`src/rtl/can_irq_pkg.sv`:
```
package can_irq_pkg;

    typedef enum logic {
        SE_IDLE = 1'b0,
        SE_PEND = 1'b1
    } se_state_t;

    localparam int IDENT_W    = 16;
    localparam int ES_W       = 9;
    localparam logic [IDENT_W-1:0] SE_CODE = 16'h8000;

    typedef struct packed {
        logic       parity;
        logic       wake;
        logic       boff;
        logic       ewarn;
        logic       rxok;
        logic       txok;
        logic [2:0] lec;
    } es_reg_t;

endpackage

```
`src/rtl/can_irq_prio_enc.sv`:
```
module can_irq_prio_enc #(
    parameter int N_REQ = 64,
    parameter int OUT_W = 16
) (
    input  logic [N_REQ-1:0] req,
    output logic [OUT_W-1:0] code
);
    // lowest index wins; code is index + 1, zero when idle
    always_comb begin
        code = '0;
        for (int i = N_REQ - 1; i >= 0; i--) begin
            if (req[i]) code = OUT_W'(i + 1);
        end
    end

    always_comb begin
        if (code != '0) begin
            assert_code_points_at_req_R3: assert (req[code - 1'b1])
                else $error("encoder code does not point at a request");
        end
    end
endmodule

```
`src/rtl/can_irq_es_ctrl.sv`:
```
module can_irq_es_ctrl
    import can_irq_pkg::*;
(
    input  logic            clk,
    input  logic            rst_n,
    input  logic            st_upd,
    input  logic            st_wake,
    input  logic            st_rxok,
    input  logic            st_txok,
    input  logic [2:0]      st_lec,
    input  logic            err_boff,
    input  logic            err_ewarn,
    input  logic            err_parity,
    input  logic            status_grp_en,
    input  logic            error_grp_en,
    input  logic            es_read,
    input  logic            es_wr,
    output logic [ES_W-1:0] es_rdata,
    output logic            se_pend
);
    se_state_t state_q, state_d;
    es_reg_t   es_q, es_d;
    logic      err_evt, set_evt;

    assign err_evt = (err_boff != es_q.boff) || (err_ewarn != es_q.ewarn) || err_parity;
    assign set_evt = (st_upd && status_grp_en) || (err_evt && error_grp_en);

    // state register
    always_ff @(posedge clk or negedge rst_n) begin
        if (!rst_n) state_q <= SE_IDLE;
        else        state_q <= state_d;
    end

    // next state
    always_comb begin
        state_d = state_q;
        unique case (state_q)
            SE_IDLE: if (set_evt)                state_d = SE_PEND;
            SE_PEND: if (es_read && !set_evt)    state_d = SE_IDLE;
            default:                             state_d = SE_IDLE;
        endcase
    end

    // register contents; write strobe deliberately not a term here
    always_comb begin
        es_d       = es_q;
        es_d.boff  = err_boff;
        es_d.ewarn = err_ewarn;
        if (es_read) begin
            es_d.wake   = 1'b0;
            es_d.rxok   = 1'b0;
            es_d.txok   = 1'b0;
            es_d.lec    = 3'd0;
            es_d.parity = 1'b0;
        end
        if (err_parity) es_d.parity = 1'b1;
        if (st_upd) begin
            es_d.wake = st_wake | (es_read ? 1'b0 : es_q.wake);
            es_d.rxok = st_rxok | (es_read ? 1'b0 : es_q.rxok);
            es_d.txok = st_txok | (es_read ? 1'b0 : es_q.txok);
            es_d.lec  = st_lec;
        end
    end

    always_ff @(posedge clk or negedge rst_n) begin
        if (!rst_n) es_q <= '0;
        else        es_q <= es_d;
    end

    // outputs
    always_comb begin
        es_rdata = es_q;
        se_pend  = (state_q == SE_PEND);
    end

    assert_enabled_event_sets_R7: assert property (@(posedge clk) disable iff (!rst_n)
        (st_upd && status_grp_en) |=> se_pend);
    assert_read_clears_R5: assert property (@(posedge clk) disable iff (!rst_n)
        (es_read && !set_evt) |=> (!se_pend && es_rdata[4:0] == 5'd0));
    assert_write_inert_R6: assert property (@(posedge clk) disable iff (!rst_n)
        (es_wr && !es_read && !set_evt) |=> $stable(se_pend));
    assert_set_wins_R10: assert property (@(posedge clk) disable iff (!rst_n)
        (es_read && set_evt) |=> se_pend);
endmodule

```
`src/rtl/can_irq_ident.sv`:
```
module can_irq_ident
    import can_irq_pkg::*;
#(
    parameter int NUM_OBJ = 64
) (
    input  logic                clk,
    input  logic                rst_n,
    input  logic [NUM_OBJ-1:0]  obj_pend,
    input  logic [NUM_OBJ-1:0]  obj_route,
    input  logic                st_upd,
    input  logic                st_wake,
    input  logic                st_rxok,
    input  logic                st_txok,
    input  logic [2:0]          st_lec,
    input  logic                err_boff,
    input  logic                err_ewarn,
    input  logic                err_parity,
    input  logic                line0_en,
    input  logic                line1_en,
    input  logic                status_grp_en,
    input  logic                error_grp_en,
    input  logic                es_read,
    input  logic                es_wr,
    output logic [ES_W-1:0]     es_rdata,
    output logic                irq_line0,
    output logic                irq_line1,
    output logic [IDENT_W-1:0]  ident0,
    output logic [IDENT_W-1:0]  ident1
);
    localparam int N_LINES = 2;

    logic               se_pend;
    logic [IDENT_W-1:0] obj_code [N_LINES];

    can_irq_es_ctrl u_es (
        .clk           (clk),
        .rst_n         (rst_n),
        .st_upd        (st_upd),
        .st_wake       (st_wake),
        .st_rxok       (st_rxok),
        .st_txok       (st_txok),
        .st_lec        (st_lec),
        .err_boff      (err_boff),
        .err_ewarn     (err_ewarn),
        .err_parity    (err_parity),
        .status_grp_en (status_grp_en),
        .error_grp_en  (error_grp_en),
        .es_read       (es_read),
        .es_wr         (es_wr),
        .es_rdata      (es_rdata),
        .se_pend       (se_pend)
    );

    for (genvar g = 0; g < N_LINES; g++) begin : g_line
        logic [NUM_OBJ-1:0] routed;
        assign routed = (g == 0) ? (obj_pend & ~obj_route) : (obj_pend & obj_route);
        can_irq_prio_enc #(.N_REQ(NUM_OBJ), .OUT_W(IDENT_W)) u_enc (
            .req  (routed),
            .code (obj_code[g])
        );
    end

    always_comb begin
        ident0    = se_pend ? SE_CODE : obj_code[0];
        ident1    = obj_code[1];
        irq_line0 = line0_en && (ident0 != '0);
        irq_line1 = line1_en && (ident1 != '0);
    end

    assert_line1_never_status_R7: assert property (@(posedge clk) disable iff (!rst_n)
        ident1 != SE_CODE);
    assert_status_outranks_R2: assert property (@(posedge clk) disable iff (!rst_n)
        se_pend |-> (ident0 == SE_CODE));
    assert_line0_routing_R3: assert property (@(posedge clk) disable iff (!rst_n)
        (ident0 != '0 && ident0 != SE_CODE) |-> !obj_route[ident0 - 1'b1]);
    assert_line1_routing_R3: assert property (@(posedge clk) disable iff (!rst_n)
        (ident1 != '0) |-> obj_route[ident1 - 1'b1]);
endmodule

```
`config.mk`:
```
export PLATFORM = sky130hd
export DESIGN_NAME = can_irq_ident
export DESIGN_NICKNAME = d
export VERILOG_FILES = /design/src/rtl/can_irq_pkg.sv /design/src/rtl/can_irq_prio_enc.sv /design/src/rtl/can_irq_es_ctrl.sv /design/src/rtl/can_irq_ident.sv
export SDC_FILE = /design/constraint.sdc
export NUM_CORES = 1
export LEC_CHECK = 0
export BUFFER_PORTS_ARGS = -buffer_cell sky130_fd_sc_hd__buf_2
export CORE_MARGIN = 3
export CORE_UTILIZATION = 44
export CTS_CLUSTER_SIZE = 20
export DETAILED_ROUTE_END_ITERATION = 6
export PLACE_DENSITY_LB_ADDON = 0.3
export SLEW_MARGIN = 20
export SYNTH_ARGS = -nofsm -noshare
export SYNTH_HDL_FRONTEND = slang
export SYNTH_SLANG_ARGS = --single-unit
```
`constraint.sdc`:
```
create_clock -name clk -period 2.4 [get_ports clk]
set_clock_uncertainty 0.1 [all_clocks]
set_input_delay 0.24 -clock clk [delete_from_list [all_inputs] [get_ports clk]]
set_output_delay 0.24 -clock clk [all_outputs]
set_load 0.05 [all_outputs]
```
# ---- Yosys cells after proc, flatten, opt, wreduce, memory -nomap -nowiden
# Index checks and enable logic that the tools add are counted.
dict set report word_totals {
  ff_bits 10
  inputBits 146
  elab_cells 170
}
dict set report op_classes {
  n_eq_ne 2
  n_mux 140
  n_bitwise 7
  n_reduce_logical 13
}
# op count
set ops {}
lappend ops {{7-bit two-way mux} 128}
lappend ops {{64-bit AND} 2}
lappend ops {{64-bit NOT} 1}
lappend ops {{16-bit nonzero test} 2}
lappend ops {{16-bit two-way mux} 1}
lappend ops {{5-bit two-way mux} 2}
lappend ops {{1-bit two-way mux} 7}
lappend ops {{1-bit logical AND} 5}
lappend ops {{2-bit nonzero test} 2}
lappend ops {{1-bit logical OR} 3}
lappend ops {{1-bit bitwise OR} 3}
lappend ops {{2-bit two-way mux} 1}
lappend ops {{1-bit inequality test} 2}
lappend ops {{1-bit case mux with 2 select lines} 1}
lappend ops {{1-bit logical NOT} 1}
lappend ops {{1-bit NOT} 1}

# ---- Logic depth before layout (Yosys ltp)
# Gate-level depths: netlist of run 1.
dict set report depth {
  word_depth 69
  depth_mapped 7
}

# ---- By module
# A second synthesis of run 1 with hierarchy kept.
dict set report unflattened {
  hier_cells 484
  area_unflattened_um2 3052.9
}
# mod instances cells_each area_per_inst_um2 seq_area_each_um2
set by_module_without_submodules {}
lappend by_module_without_submodules {can_irq_prio_enc 2 151 852.1 0.0}
lappend by_module_without_submodules {can_irq_ident 1 157 983.4 0.0}
lappend by_module_without_submodules {can_irq_es_ctrl 1 25 365.4 250.2}

# ---- Worst setup path before layout of run 1
# No wires, ideal clock.
dict set report synth_path {
  kind {input to output}
  from {input obj_pend[47]}
  to {output irq_line0}
  t_arrival_ps 2667
  setup_slack_ps -607
  path_stages 6
  cell_sequence {nor2b_1 or4_1 o31ai_1 a31oi_1 a211oi_2 o41a_1}
}
dict set report synth_between {
  elab_chain_cells 52
}
# element line_no
set synth_rtl {}
lappend synth_rtl {{from (decl)} can_irq_ident.sv:8} ;# input logic [NUM_OBJ-1:0] obj_pend,
lappend synth_rtl {{64-bit AND} n/a}
lappend synth_rtl {{7-bit two-way mux (48 in a row)} can_irq_prio_enc.sv:12} ;# if (req[i]) code = OUT_W'(i + 1);
lappend synth_rtl {{16-bit two-way mux} can_irq_ident.sv:64} ;# ident0 = se_pend ? SE_CODE : obj_code[0];
lappend synth_rtl {{via ident0[3]} can_irq_ident.sv:27} ;# output logic [IDENT_W-1:0] ident0,
lappend synth_rtl {{16-bit nonzero test} can_irq_ident.sv:66} ;# irq_line0 = line0_en && (ident0 != '0);
lappend synth_rtl {{1-bit logical AND} can_irq_ident.sv:66}
lappend synth_rtl {{to (decl)} can_irq_ident.sv:25} ;# output logic irq_line0,
# The timed path passes the listed nets, and every way through them passes these cells.

# ---- Final worst setup path of run 1
dict set report layout_path {
  from {input obj_pend[61]}
  to {output irq_line1}
}
dict set report layout_between {
  elab_chain_cells 65
}
# element line_no
set layout_rtl {}
lappend layout_rtl {{64-bit AND} can_irq_ident.sv:56} ;# assign routed = (g == 0) ? (obj_pend & ~obj_route) : (obj_pend & obj_route);
lappend layout_rtl {{7-bit two-way mux (62 in a row)} can_irq_prio_enc.sv:12}
lappend layout_rtl {{16-bit nonzero test} can_irq_ident.sv:67} ;# irq_line1 = line1_en && (ident1 != '0);
lappend layout_rtl {{1-bit logical AND} can_irq_ident.sv:67}
lappend layout_rtl {{to (decl)} can_irq_ident.sv:26} ;# output logic irq_line1,
# No other way between the ends.

==> flow_summary.rst, run 1 <==
.. list-table::
   :header-rows: 1

   * - Metric
     - Value
   * - Maximum frequency from static timing analysis
     - about 0.38 GHz
   * - Nets@finish
     - 887
   * - Clock tree from TritonCTS
     - built
   * - Fill cell count
     - roughly 470
   * - Final worst-path cycle share
     - 110.6%
   * - Mean post-synth cell area
     - roughly 6.6 um^2
   * - Instance area at placement
     - around 4800 um^2
   * - Count of placed standard cells including taps
     - about 810
   * - Worst endpoint required time
     - roughly 2.1 ns
   * - Reg-to-reg endpoint
     - u_es.se_pend
   * - Switching component of the power
     - 688.1 uW
   * - Commonest cells in the netlist
     - nand2_1 (77), nand2b_1 (45), nor2b_1 (35)
   * - Data arrival time of the critical path
     - 2.31 ns
   * - Fraction of final layout cells with drive strength greater than 1
     - between 40% and 50%
   * - Critical R2R Launch
     - u_es.es_rdata[5]
   * - End of the worst hold path
     - u_es.es_rdata[6]
   * - Final Max Slew Viols
     - 0
   * - GPL Wtd Cong
     - 1.088
   * - Chip height
     - 87.99 um
   * - Maximum buffer depth of the clock tree
     - 2
   * - Setup TNS
     - -0.5144 ns
   * - Worst-case register-to-register setup slack
     - 1.31 ns
   * - Sequential power share
     - between 10% and 20%
   * - Gate power share
     - 73.1%
   * - Async set-reset flop share out of synthesis
     - 100.0%
   * - Final Cell Area
     - 5144 um^2
   * - Clk slew on worst S/H paths
     - 0.05 ns
   * - Outcome
     - complete, but fails checks
   * - Number of placement rows
     - 29
   * - Ratio of total power to cell area
     - slightly below 300 nW/um^2
   * - Clk sinks
     - 10
   * - Post-detailed-placement half-perimeter wirelength
     - around 10000 um
   * - Area of the die
     - roughly 7700 um^2
   * - Kind of end point of the critical path
     - output pin
   * - Final setup violating endpoints
     - 5
   * - Clock latency on the worst-skew pair
     - 0.24 ns
   * - Vias in the first global route
     - 4496
   * - Antenna-violating nets left
     - 0
   * - Fraction of the yosys area taken by sequential cells
     - 8.460%
   * - Flop and latch count out of synthesis
     - 10
   * - Clock tree root buffer cell
     - clkbuf_8
   * - Final critical delay including setup and external delays
     - between 2 and 3 ns
   * - Design internal power
     - 798.0 uW
   * - Clk network pwr share
     - between 10% and 20%
   * - Post-Route Hold Slack
     - 0.03263 ns
   * - Maximum vdd drop
     - 0.0004984 V
   * - RSZ-0062 raised after global routing
     - yes
   * - Top fanout value on the critical path
     - 3
   * - Maximum number of pins on one net before global-route repair
     - 11
   * - Final routed wire length divided by cell count
     - 15.59 um
   * - First-pass GRT wire length
     - 18460 um
   * - Chip width
     - approximately 88 um
   * - Number of remaining DRC errors
     - 0
   * - Net switching fraction of the power
     - 46.30%
   * - Number of buffers inserted by port buffering
     - 170
   * - Most instantiated library cell after synthesis
     - nand2_1
   * - Detailed-router iteration count before antenna repair
     - 7
   * - Tot GR Track Use
     - 28.89%
   * - Count of pins on the block boundary
     - 189
   * - Max Cap Violations
     - 0
   * - Number of flops mapped to enable cells by yosys
     - 0
   * - Worst max-slew margin expressed relative to the limit
     - a little under three fifths
   * - Startpoint of the tightest hold check path
     - err_boff
   * - Detailed-route vias per instance
     - 5.879
   * - Initial detailed-routing violation count
     - 273
   * - Wirelength, routed
     - 12730 um
   * - Number of distinct standard cells referenced by the synthesized netlist
     - 62
   * - Post-synthesis to final-layout area growth
     - 73.90%
   * - Failing checks
     - negative setup slack
   * - Worst Hold Depth
     - 1
   * - Critical path class
     - in2out
   * - P_leak
     - 2.531 nW
   * - # diodes
     - 0
   * - Top area cells in the synthesized netlist
     - nand2_1 (9.8%), nand2b_1 (9.5%), dfrtp_1 (8.5%)
   * - Launching element type of the critical path
     - primary input
   * - Overall power of the completed layout
     - ~1.5 mW
   * - Cell count after synthesis
     - approximately 450
   * - Worst Slack Setup Final
     - -0.2533 ns
   * - Synthesis warning total
     - 0
   * - Initial antenna violation count
     - 0
   * - Total vias in the final route
     - around 4800
   * - Primary flip-flop cell chosen by synthesis mapping
     - dfrtp_1
   * - Cell Count, Final, Fillers Out
     - 817
   * - TritonCTS buffer count
     - 3
   * - Remaining global-route overflow
     - 0
   * - Area share of the largest cell type after synthesis
     - 9.772%
   * - Core Region
     - 6422 um^2
   * - Slew at the pin with the worst max-slew slack
     - 0.6230 ns
   * - Deepest level of the CTS H-tree
     - 1
   * - Class of the tightest hold or removal check
     - in2reg
   * - Effective utilization at floorplan
     - 46.05%
   * - Library cell occupying the most area in the post-synthesis netlist
     - nand2_1
   * - Cell area after technology mapping
     - 2958 um^2
   * - R2r worst-path depth
     - 3
   * - Final hold violations
     - 0
stage by stage:
| stage | setup slack, ns | util, % |
|---|---|---|
| 6_report | -0.2533 | 80.09 |
| 4_1_cts | -0.1898 | 76.74 |
| 5_1_grt | -0.3663 | 80.09 |
| 3_5_place_dp | -0.2425 | 74.17 |
| 2_1_floorplan | -0.2441 | - |
| 3_3_place_gp | -0.1872 | 74.17 |
state kept, by name (all words and copies together), names as in the netlist:
name,flops
u_es.es_rdata,9
u_es.se_pend,1
critical path, cell delays in order:
cell and delay [ns]:
buf_2 0.12, a22oi_1 0.29, nand4b_1 0.20, or2_4 0.31
nor4_4 0.27, nand3_1 0.15, a21bo_1 0.21, o41a_4 0.37
buf_8 0.16
routing by layer:
layer	GRT usage [%]	routed length, um	up-vias
met2	54.73	6395	282
met5	0	0	-
met4	6.974	405	0
li1	-	-	2264
met3	2.916	1054	58
met1	34.53	4878	2199
cells in the final DEF, fill, tap and decap left out, types with 5 or more instances in the layout:
master and n:
buf_2 154, buf_4 121, nand2_1 77, nand2b_1 45, nor2b_1 33, a22oi_1 24
nor2_1 23, o21ai_0 19, nand3_1 17, conb_1 17, a21oi_1 15, nand4_1 12
inv_1 11, buf_6 11, a22o_1 10, o211ai_1 10, dfrtp_1 10, a32oi_1 6
a31oi_1 5, nor3_1 5, and2_1 5, a21oi_2 5, a32o_1 5, nor2b_4 5
buf_8 5
kinds of logic after synthesis:
kind of cell           Yosys count  share of synthesized area [%]
AO/OA/AOI/OAI                  152                          38.24
AND/OR/NAND/NOR                251                          46.49
buffers and inverters           30                          6.091
other                            1                         0.1268
flip-flops                      10                          8.460
XOR/XNOR                         2                         0.5923
timing repair:
| item | 4_1_cts | 5_1_grt |
|---|---|---|
| setup endpoints to repair | 10 | 14 |
| hold endpoints to repair | 10 | 0 |
| resized for setup | 26 | 47 |
| pin swaps | 7 | 25 |
| hold buffers | 1 | 0 |
| setup buffers | 1 | 4 |
area by class of cell:
class,count,area [um^2],area share [%]
Tap cell,77,96.34,1.873
Clock buffer,4,55.05,1.070
Sequential cell,10,250.2,4.865
Timing Repair Buffer,293,1896,36.85
Inverter,11,41.29,0.8027
Multi-Input combinational cell,422,2805,54.54
power groups by stage:
stage	sequential, mW	combinational (mW)	clock, mW
floorplan	0.231	0.504	0
global placement	0.190	0.961	0
detailed placement	0.191	0.984	0
CTS	0.189	1.01	0.216
global route	0.190	1.16	0.224
finish	0.189	1.09	0.211
worst max-delay path by stage:
stage / cells after the start / to / start
CTS: 9 / irq_line1 / obj_pend[59]
floorplan: 6 / irq_line0 / obj_pend[47]
global placement: 9 / irq_line0 / obj_pend[27]
finish: 9 / irq_line1 / obj_pend[61]
detailed placement: 9 / irq_line1 / obj_pend[58]
global route: 9 / irq_line0 / obj_route[34]
No activity file was read; power rests on OpenSTA's default activity.
==> run 2, diff against run 1 <==
CORE_ASPECT_RATIO = 0.5   (was not set)
clock period = 2.6 ns   (was 2.4 ns; I/O delays follow)
==> flow_summary.rst, run 2 (synthesis gave the netlist of run 1 again) <==
.. list-table::
   :header-rows: 1

   * - Metric
     - Value
   * - Final setup violating endpoints
     - 2 (-3)
   * - Nets@finish
     - 826 (-6.9%)
   * - Effective utilization at floorplan
     - 47.09% (+1.0 points)
   * - P_leak
     - 2.228 nW (-12%)
   * - Deepest level of the CTS H-tree
     - 1 (unchanged)
   * - Clk slew on worst S/H paths
     - 0.04 ns (about the same)
   * - Final routed wire length divided by cell count
     - 15.27 um (-2.0%)
   * - Maximum vdd drop
     - 0.0001625 V (-67%)
   * - Final hold violations
     - 0 (unchanged)
   * - Worst Slack Setup Final
     - -0.07508 ns (+0.1782 ns)
   * - Core Region
     - 6281 um^2 (-2.2%)
   * - Commonest cells after routing, fill and taps aside
     - buf_2 (157), nand2_1 (76), buf_4 (63)
   * - Post-Route Hold Slack
     - 0.05346 ns (+0.02083 ns)
   * - Max Cap Violations
     - 0 (unchanged)
   * - GPL Wtd Cong
     - 0.9743 (-10%)
   * - Chip height
     - 63.98 um (-27%)
   * - Setup TNS
     - -0.09151 ns (+0.4228 ns)
   * - Overall power of the completed layout
     - 1.319 mW (-11%)
   * - Slew at the pin with the worst max-slew slack
     - 0.4638 ns (-0.1592 ns)
   * - Remaining global-route overflow
     - 0 (unchanged)
   * - Number of remaining DRC errors
     - 0 (unchanged)
   * - Number of buffers inserted by port buffering
     - 170 (unchanged)
   * - Data arrival time of the critical path
     - 2.32 ns (about the same)
   * - RSZ-0062 raised after global routing
     - yes
   * - Post-synthesis to final-layout area growth
     - 55.37%
   * - Worst endpoint required time
     - 2.24 ns (+0.18 ns)
   * - # diodes
     - 0 (unchanged)
   * - Clock tree root buffer cell
     - clkbuf_16
   * - Outcome
     - complete, but fails checks
   * - Ratio of total power to cell area
     - 287.0 nW/um^2 (-0.66%)
   * - Total vias in the final route
     - 4416 (-8.1%)
   * - Kind of end point of the critical path
     - output pin
   * - Number of placement rows
     - 20 (-31%)
   * - Fraction of final layout cells with drive strength greater than 1
     - 39.82% (-6.7 points)
   * - Tot GR Track Use
     - 27.51% (-1.4 points)
   * - Wirelength, routed
     - 11700 um (-8.1%)
   * - Critical path class
     - in2out
   * - Max FFs per register
     - 9 (unchanged)
   * - Failing checks
     - negative setup slack
   * - Count of pins on the block boundary
     - 189 (unchanged)
   * - Initial detailed-routing violation count
     - 397 (+45%)
   * - Worst max-slew margin expressed relative to the limit
     - 68.28% (+11 points)
   * - Area of the die
     - 7802 um^2 (+0.77%)
   * - Clk sinks
     - 10 (unchanged)
   * - Detailed-route vias per instance
     - 5.765 (-1.9%)
   * - Class of the tightest hold or removal check
     - in2reg
   * - Antenna-violating nets left
     - 0 (unchanged)
   * - Top fanout value on the critical path
     - 3 (unchanged)
   * - Most common cell after layout, fill and taps aside
     - buf_2
   * - Final critical delay including setup and external delays
     - about 2.7 ns
   * - Initial antenna violation count
     - 0 (unchanged)
   * - Clock tree from TritonCTS
     - built
   * - First-pass GRT wire length
     - 17660 um (-4.4%)
   * - Minimum setup slack after placement
     - -0.1348 ns (+0.1077 ns)
   * - Maximum number of pins on one net before global-route repair
     - 11 (unchanged)
   * - Detailed-router iteration count before antenna repair
     - 5 (-2)
   * - Final Max Slew Viols
     - 0 (unchanged)
   * - TritonCTS buffer count
     - 3 (unchanged)
   * - Maximum frequency from static timing analysis
     - roughly 0.37 GHz
   * - Post-detailed-placement half-perimeter wirelength
     - 9838 um (-6.1%)
   * - Chip width
     - 122.0 um (+39%)
   * - Clock latency on the worst-skew pair
     - 0.24 ns (about the same)
   * - Vias in the first global route
     - 3918 (-13%)
   * - Maximum buffer depth of the clock tree
     - 2 (unchanged)
   * - Final worst-path cycle share
     - 102.9%
   * - Launching element type of the critical path
     - primary input
-- run 2: cell types whose count changed in the layout (fill, tap and decap cells not counted), moves of 3 or more --
cell | before | now
a211oi_1 | 4 | 7
clkbuf_8 | 4 | 0
buf_8 | 5 | 2
buf_2 | 154 | 157
clkbuf_16 | 0 | 3
buf_4 | 121 | 63
a211oi_2 | 3 | 0
buf_6 | 11 | 6
-- run 2: final cells by class --
type | instances | area, um^2
flip-flops and latches | 10 | 250.2
clock buffers | 3 | 75.07
inverters | 11 | 41.29
multi-input cells | 422 | 2730
repair buffers | 232 | 1389
well taps | 88 | 110.1
fillers | 550 | 1685
-- run 2: final timing paths --
kind / startpoint / endpoint / slack [ns] / depth (start not counted)
max: obj_pend[50] / irq_line0 / -0.08 / 9
min: err_boff / u_es.es_rdata[6] / 0.05 / 1
max in group asynchronous: rst_n / u_es.es_rdata[0] / 1.90 / 2
max reg2reg: u_es.es_rdata[5] / u_es.se_pend / 1.50 / 3
min in group asynchronous: rst_n / u_es.es_rdata[4] / 0.31 / 2
min reg2reg: u_es.es_rdata[8] / u_es.es_rdata[8] / 0.38 / 1
-- run 2: power breakdown --
part | switching, mW | internal (mW)
logic | 0.525 | 0.354
clock network | 0.0664 | 0.199
registers | 0.00655 | 0.168
total | 0.598 | 0.721
-- run 2: repair_timing --
item,CTS,global route
setup endpoints to repair,6,11
pin swaps,4,8
resized for setup,11,36
setup buffers,1,3
hold buffers,1,0
endpoints found under the hold margin,10,0
-- run 2: critical path: stages --
cell and delay [ns]:
buf_6 0.10, nor2b_4 0.12, or4_4 0.57, nor2_4 0.12, nand2_2 0.07, o41ai_2 0.35, nand2_1 0.09, o41a_2 0.46
buf_8 0.16
-- run 2: through the flow --
step	area (um^2)	util [%]	cells
final	4596	73.17	766
after global routing	4596	73.17	766
after CTS	4448	70.82	763
after detailed placement	4313	68.67	758
after global placement	4313	68.67	758
after floorplan	3063	-	462
-- run 2: layer usage --
layer	GRT usage (%)	wire, um	vias to the layer above
li1	-	-	2143
met1	37.39	4854	2003
met2	46.29	5391	249
met3	4.598	1287	21
met4	5.168	165	0
met5	0	0	-
==> run 3, diff against run 2 <==
CORE_UTILIZATION = 45   (was 44)
CTS_BUF_LIST = sky130_fd_sc_hd__clkbuf_4   (was not set)
==> flow_summary.rst, run 3 (synthesis gave the netlist of run 1 again) <==
.. list-table::
   :header-rows: 1

   * - Metric
     - Value
   * - Outcome
     - complete, but fails checks
   * - Failing checks
     - negative setup slack
   * - Critical path class
     - in2out
   * - Final setup violating endpoints
     - 1 (-1)
   * - Worst stage delay on the critical path
     - 0.54 ns (-0.03 ns)
   * - Worst-case register-to-register setup slack
     - 1.54 ns (+0.04 ns)
   * - Clock tree from TritonCTS
     - built
   * - Critical R2R Launch
     - u_es.es_rdata[5]
   * - Final hold violations
     - 0 (unchanged)
   * - # diodes
     - 0 (unchanged)
   * - Master of the slowest instance on the critical path
     - or4b_4
   * - Clock latency on the worst-skew pair
     - 0.27 ns (+0.03 ns)
   * - Maximum buffer depth of the clock tree
     - 2 (unchanged)
   * - Number of placement rows
     - 20 (unchanged)
   * - Antenna-violating nets left
     - 0 (unchanged)
   * - P_leak
     - 2.150 nW (-3.5%)
   * - Max Cap Violations
     - 0 (unchanged)
   * - Max FFs per register
     - 9 (unchanged)
   * - Commonest cells after routing, fill and taps aside
     - buf_2 (163), nand2_1 (77), buf_4 (54)
   * - Launching element of the worst setup path
     - obj_pend[9]
   * - Reg-to-reg endpoint
     - u_es.se_pend
   * - Critical path buffers and inverters
     - 2 (unchanged)
   * - Chip width
     - 120.7 um (-1.1%)
   * - GPL Wtd Cong
     - 0.9388 (-3.6%)
   * - Area of the die
     - 7641 um^2 (-2.1%)
   * - Net switching fraction of the power
     - 50.41% (+5.1 points)
   * - Top fanout value on the critical path
     - 3 (unchanged)
   * - Detailed-route vias per instance
     - 5.691 (-1.3%)
   * - Cell depth of the worst setup path
     - 8 (-1)
   * - Chip height
     - 63.33 um (-1.0%)
   * - Instance area at placement
     - 4275 um^2 (-0.87%)
   * - Kind of end point of the critical path
     - output pin
   * - Final critical delay including setup and external delays
     - 2.621 ns (-0.05440 ns)
   * - First-pass GRT wire length
     - 17030 um (-3.6%)
   * - RSZ-0062 raised after global routing
     - yes
   * - Total vias in the final route
     - 4331 (-1.9%)
   * - Final routed wire length divided by cell count
     - 14.53 um (-4.9%)
   * - Capture point of the critical path
     - ident0[6]
   * - Nets@finish
     - 820 (-0.73%)
   * - Design internal power
     - 561.0 uW (-22%)
   * - Post-synthesis to final-layout area growth
     - 49.70%
   * - Final Max Slew Viols
     - 0 (unchanged)
   * - Post-Route Hold Slack
     - 0.01441 ns (-0.03906 ns)
   * - Worst endpoint required time
     - 2.24 ns (about the same)
   * - TritonCTS buffer count
     - 3 (unchanged)
   * - Deepest level of the CTS H-tree
     - 1 (unchanged)
   * - Number of buffers inserted by port buffering
     - 170 (unchanged)
   * - Fraction of final layout cells with drive strength greater than 1
     - 38.04% (-1.8 points)
   * - Detailed-router iteration count before antenna repair
     - 5 (unchanged)
   * - Data arrival time of the critical path
     - 2.26 ns (-0.06 ns)
   * - Cells along the critical path
     - buf_6, nor2b_4, nor4_4, or4b_4, nor4_4, nand2b_1, and4bb_1, buf_6
   * - Post-detailed-placement half-perimeter wirelength
     - 9760 um (-0.79%)
   * - Vias in the first global route
     - 3906 (-0.31%)
   * - Clk sinks
     - 10 (unchanged)
   * - Clock tree root buffer cell
     - clkbuf_4
   * - Final Cell Area
     - 4428 um^2 (-3.6%)
   * - Wirelength, routed
     - 11060 um (-5.5%)
   * - Initial detailed-routing violation count
     - 270 (-32%)
   * - Ratio of total power to cell area
     - 255.5 nW/um^2 (-11%)
   * - Clk network pwr share
     - 9.5% (-11 points)
   * - Maximum frequency from static timing analysis
     - 0.3816 GHz (+2.1%)
   * - Clk slew on worst S/H paths
     - 0.07 ns (+0.03 ns)
   * - Remaining global-route overflow
     - 0 (unchanged)
   * - Tot GR Track Use
     - 26.66% (-0.85 points)
   * - Gate power share
     - 75.0% (+8.3 points)
   * - Initial antenna violation count
     - 0 (unchanged)
   * - Core Region
     - 6206 um^2 (-1.2%)
   * - Final worst-path cycle share
     - 100.8% (-2.1 points)
   * - Number of remaining DRC errors
     - 0 (unchanged)
   * - Launching element type of the critical path
     - primary input
   * - Maximum vdd drop
     - 0.0001859 V (+14%)
   * - Sequential power share
     - 15.5% (+2.3 points)
   * - Most common cell after layout, fill and taps aside
     - buf_2
   * - R2r worst-path depth
     - 3 (unchanged)
   * - Class of the tightest hold or removal check
     - in2reg
   * - Effective utilization at floorplan
     - 47.66% (+0.57 points)
   * - Top Family by Delay on Critical Path
     - simple AND/OR/NAND/NOR gates
   * - Count of pins on the block boundary
     - 189 (unchanged)
   * - Worst Slack Setup Final
     - -0.02068 ns (+0.05440 ns)
   * - Switching component of the power
     - 570.4 uW (-4.6%)
   * - Maximum number of pins on one net before global-route repair
     - 11 (unchanged)
-- run 3: cell count changes in the layout (fill, tap and decap cells not counted), moves of 2 or more --
cell,previous run,this run
nor2b_4,7,4
clkbuf_16,3,0
nor2b_1,31,34
buf_2,157,163
buf_4,63,54
buf_8,2,0
-- run 3: worst register-to-register path: stages (launching register included) --
cell and delay (ns):
dfrtp_1 0.38, xor2_1 0.17, o31ai_1 0.23, nand2_1 0.08
-- run 3: what timing repair did --
| action | CTS | global route |
|---|---|---|
| hold buffers | 1 | 0 |
| setup buffers | 1 | 2 |
| setup endpoints to repair | 5 | 8 |
| pin swaps | 4 | 2 |
| endpoints found under the hold margin | 10 | 0 |
| resized for setup | 8 | 17 |
-- run 3: power groups by stage --
stage	logic (mW)	clock network, mW	registers, mW
after floorplan	0.463	0	0.213
after global placement	0.804	0	0.178
after detailed placement	0.813	0	0.178
after CTS	0.824	0.113	0.175
after global routing	0.918	0.120	0.177
final	0.848	0.108	0.175
-- run 3: layout make-up --
cell class	instances	area [um^2]
multi-input cells	422	2683
fillers	588	1778
repair buffers	226	1318
flip-flops and latches	10	250.2
well taps	88	110.1
inverters	11	41.29
clock buffers	3	22.52
clock inverters	1	3.754
-- run 3: worst min-delay path by stage --
stage	start	to	slack, ns	cells after the start
after floorplan	rst_n	u_es.es_rdata[0]	-0.14	0
after global placement	rst_n	u_es.es_rdata[7]	0.02	1
after detailed placement	rst_n	u_es.es_rdata[7]	0.02	1
after CTS	err_boff	u_es.es_rdata[6]	0.006	1
after global routing	err_boff	u_es.es_rdata[6]	0.001	1
final	err_boff	u_es.es_rdata[6]	0.01	1
-- run 3: through the flow --
stage / setup slack [ns] / utilization [%] / setup TNS, ns / instances / total power, mW
floorplan: -0.1072 / - / -0.1142 / 462 / 0.6764
global placement: -0.07133 / 68.89 / -0.1947 / 753 / 0.9815
detailed placement: -0.1657 / 68.89 / -0.4183 / 753 / 0.9913
CTS: -0.01313 / 70.04 / -0.01313 / 759 / 1.113
global route: -0.09859 / 71.35 / -0.2473 / 761 / 1.214
finish: -0.02068 / 71.35 / -0.02068 / 761 / 1.131
-- run 3: routing by layer --
metal / up-vias / global-route usage (%) / part of all wire [%]
li1: 2130 / - / -
met3: 16 / 3.139 / 8.7
met5: - / 0 / 0
met2: 190 / 47.46 / 47
met1: 1995 / 35.32 / 43
met4: 0 / 4.237 / 1.4
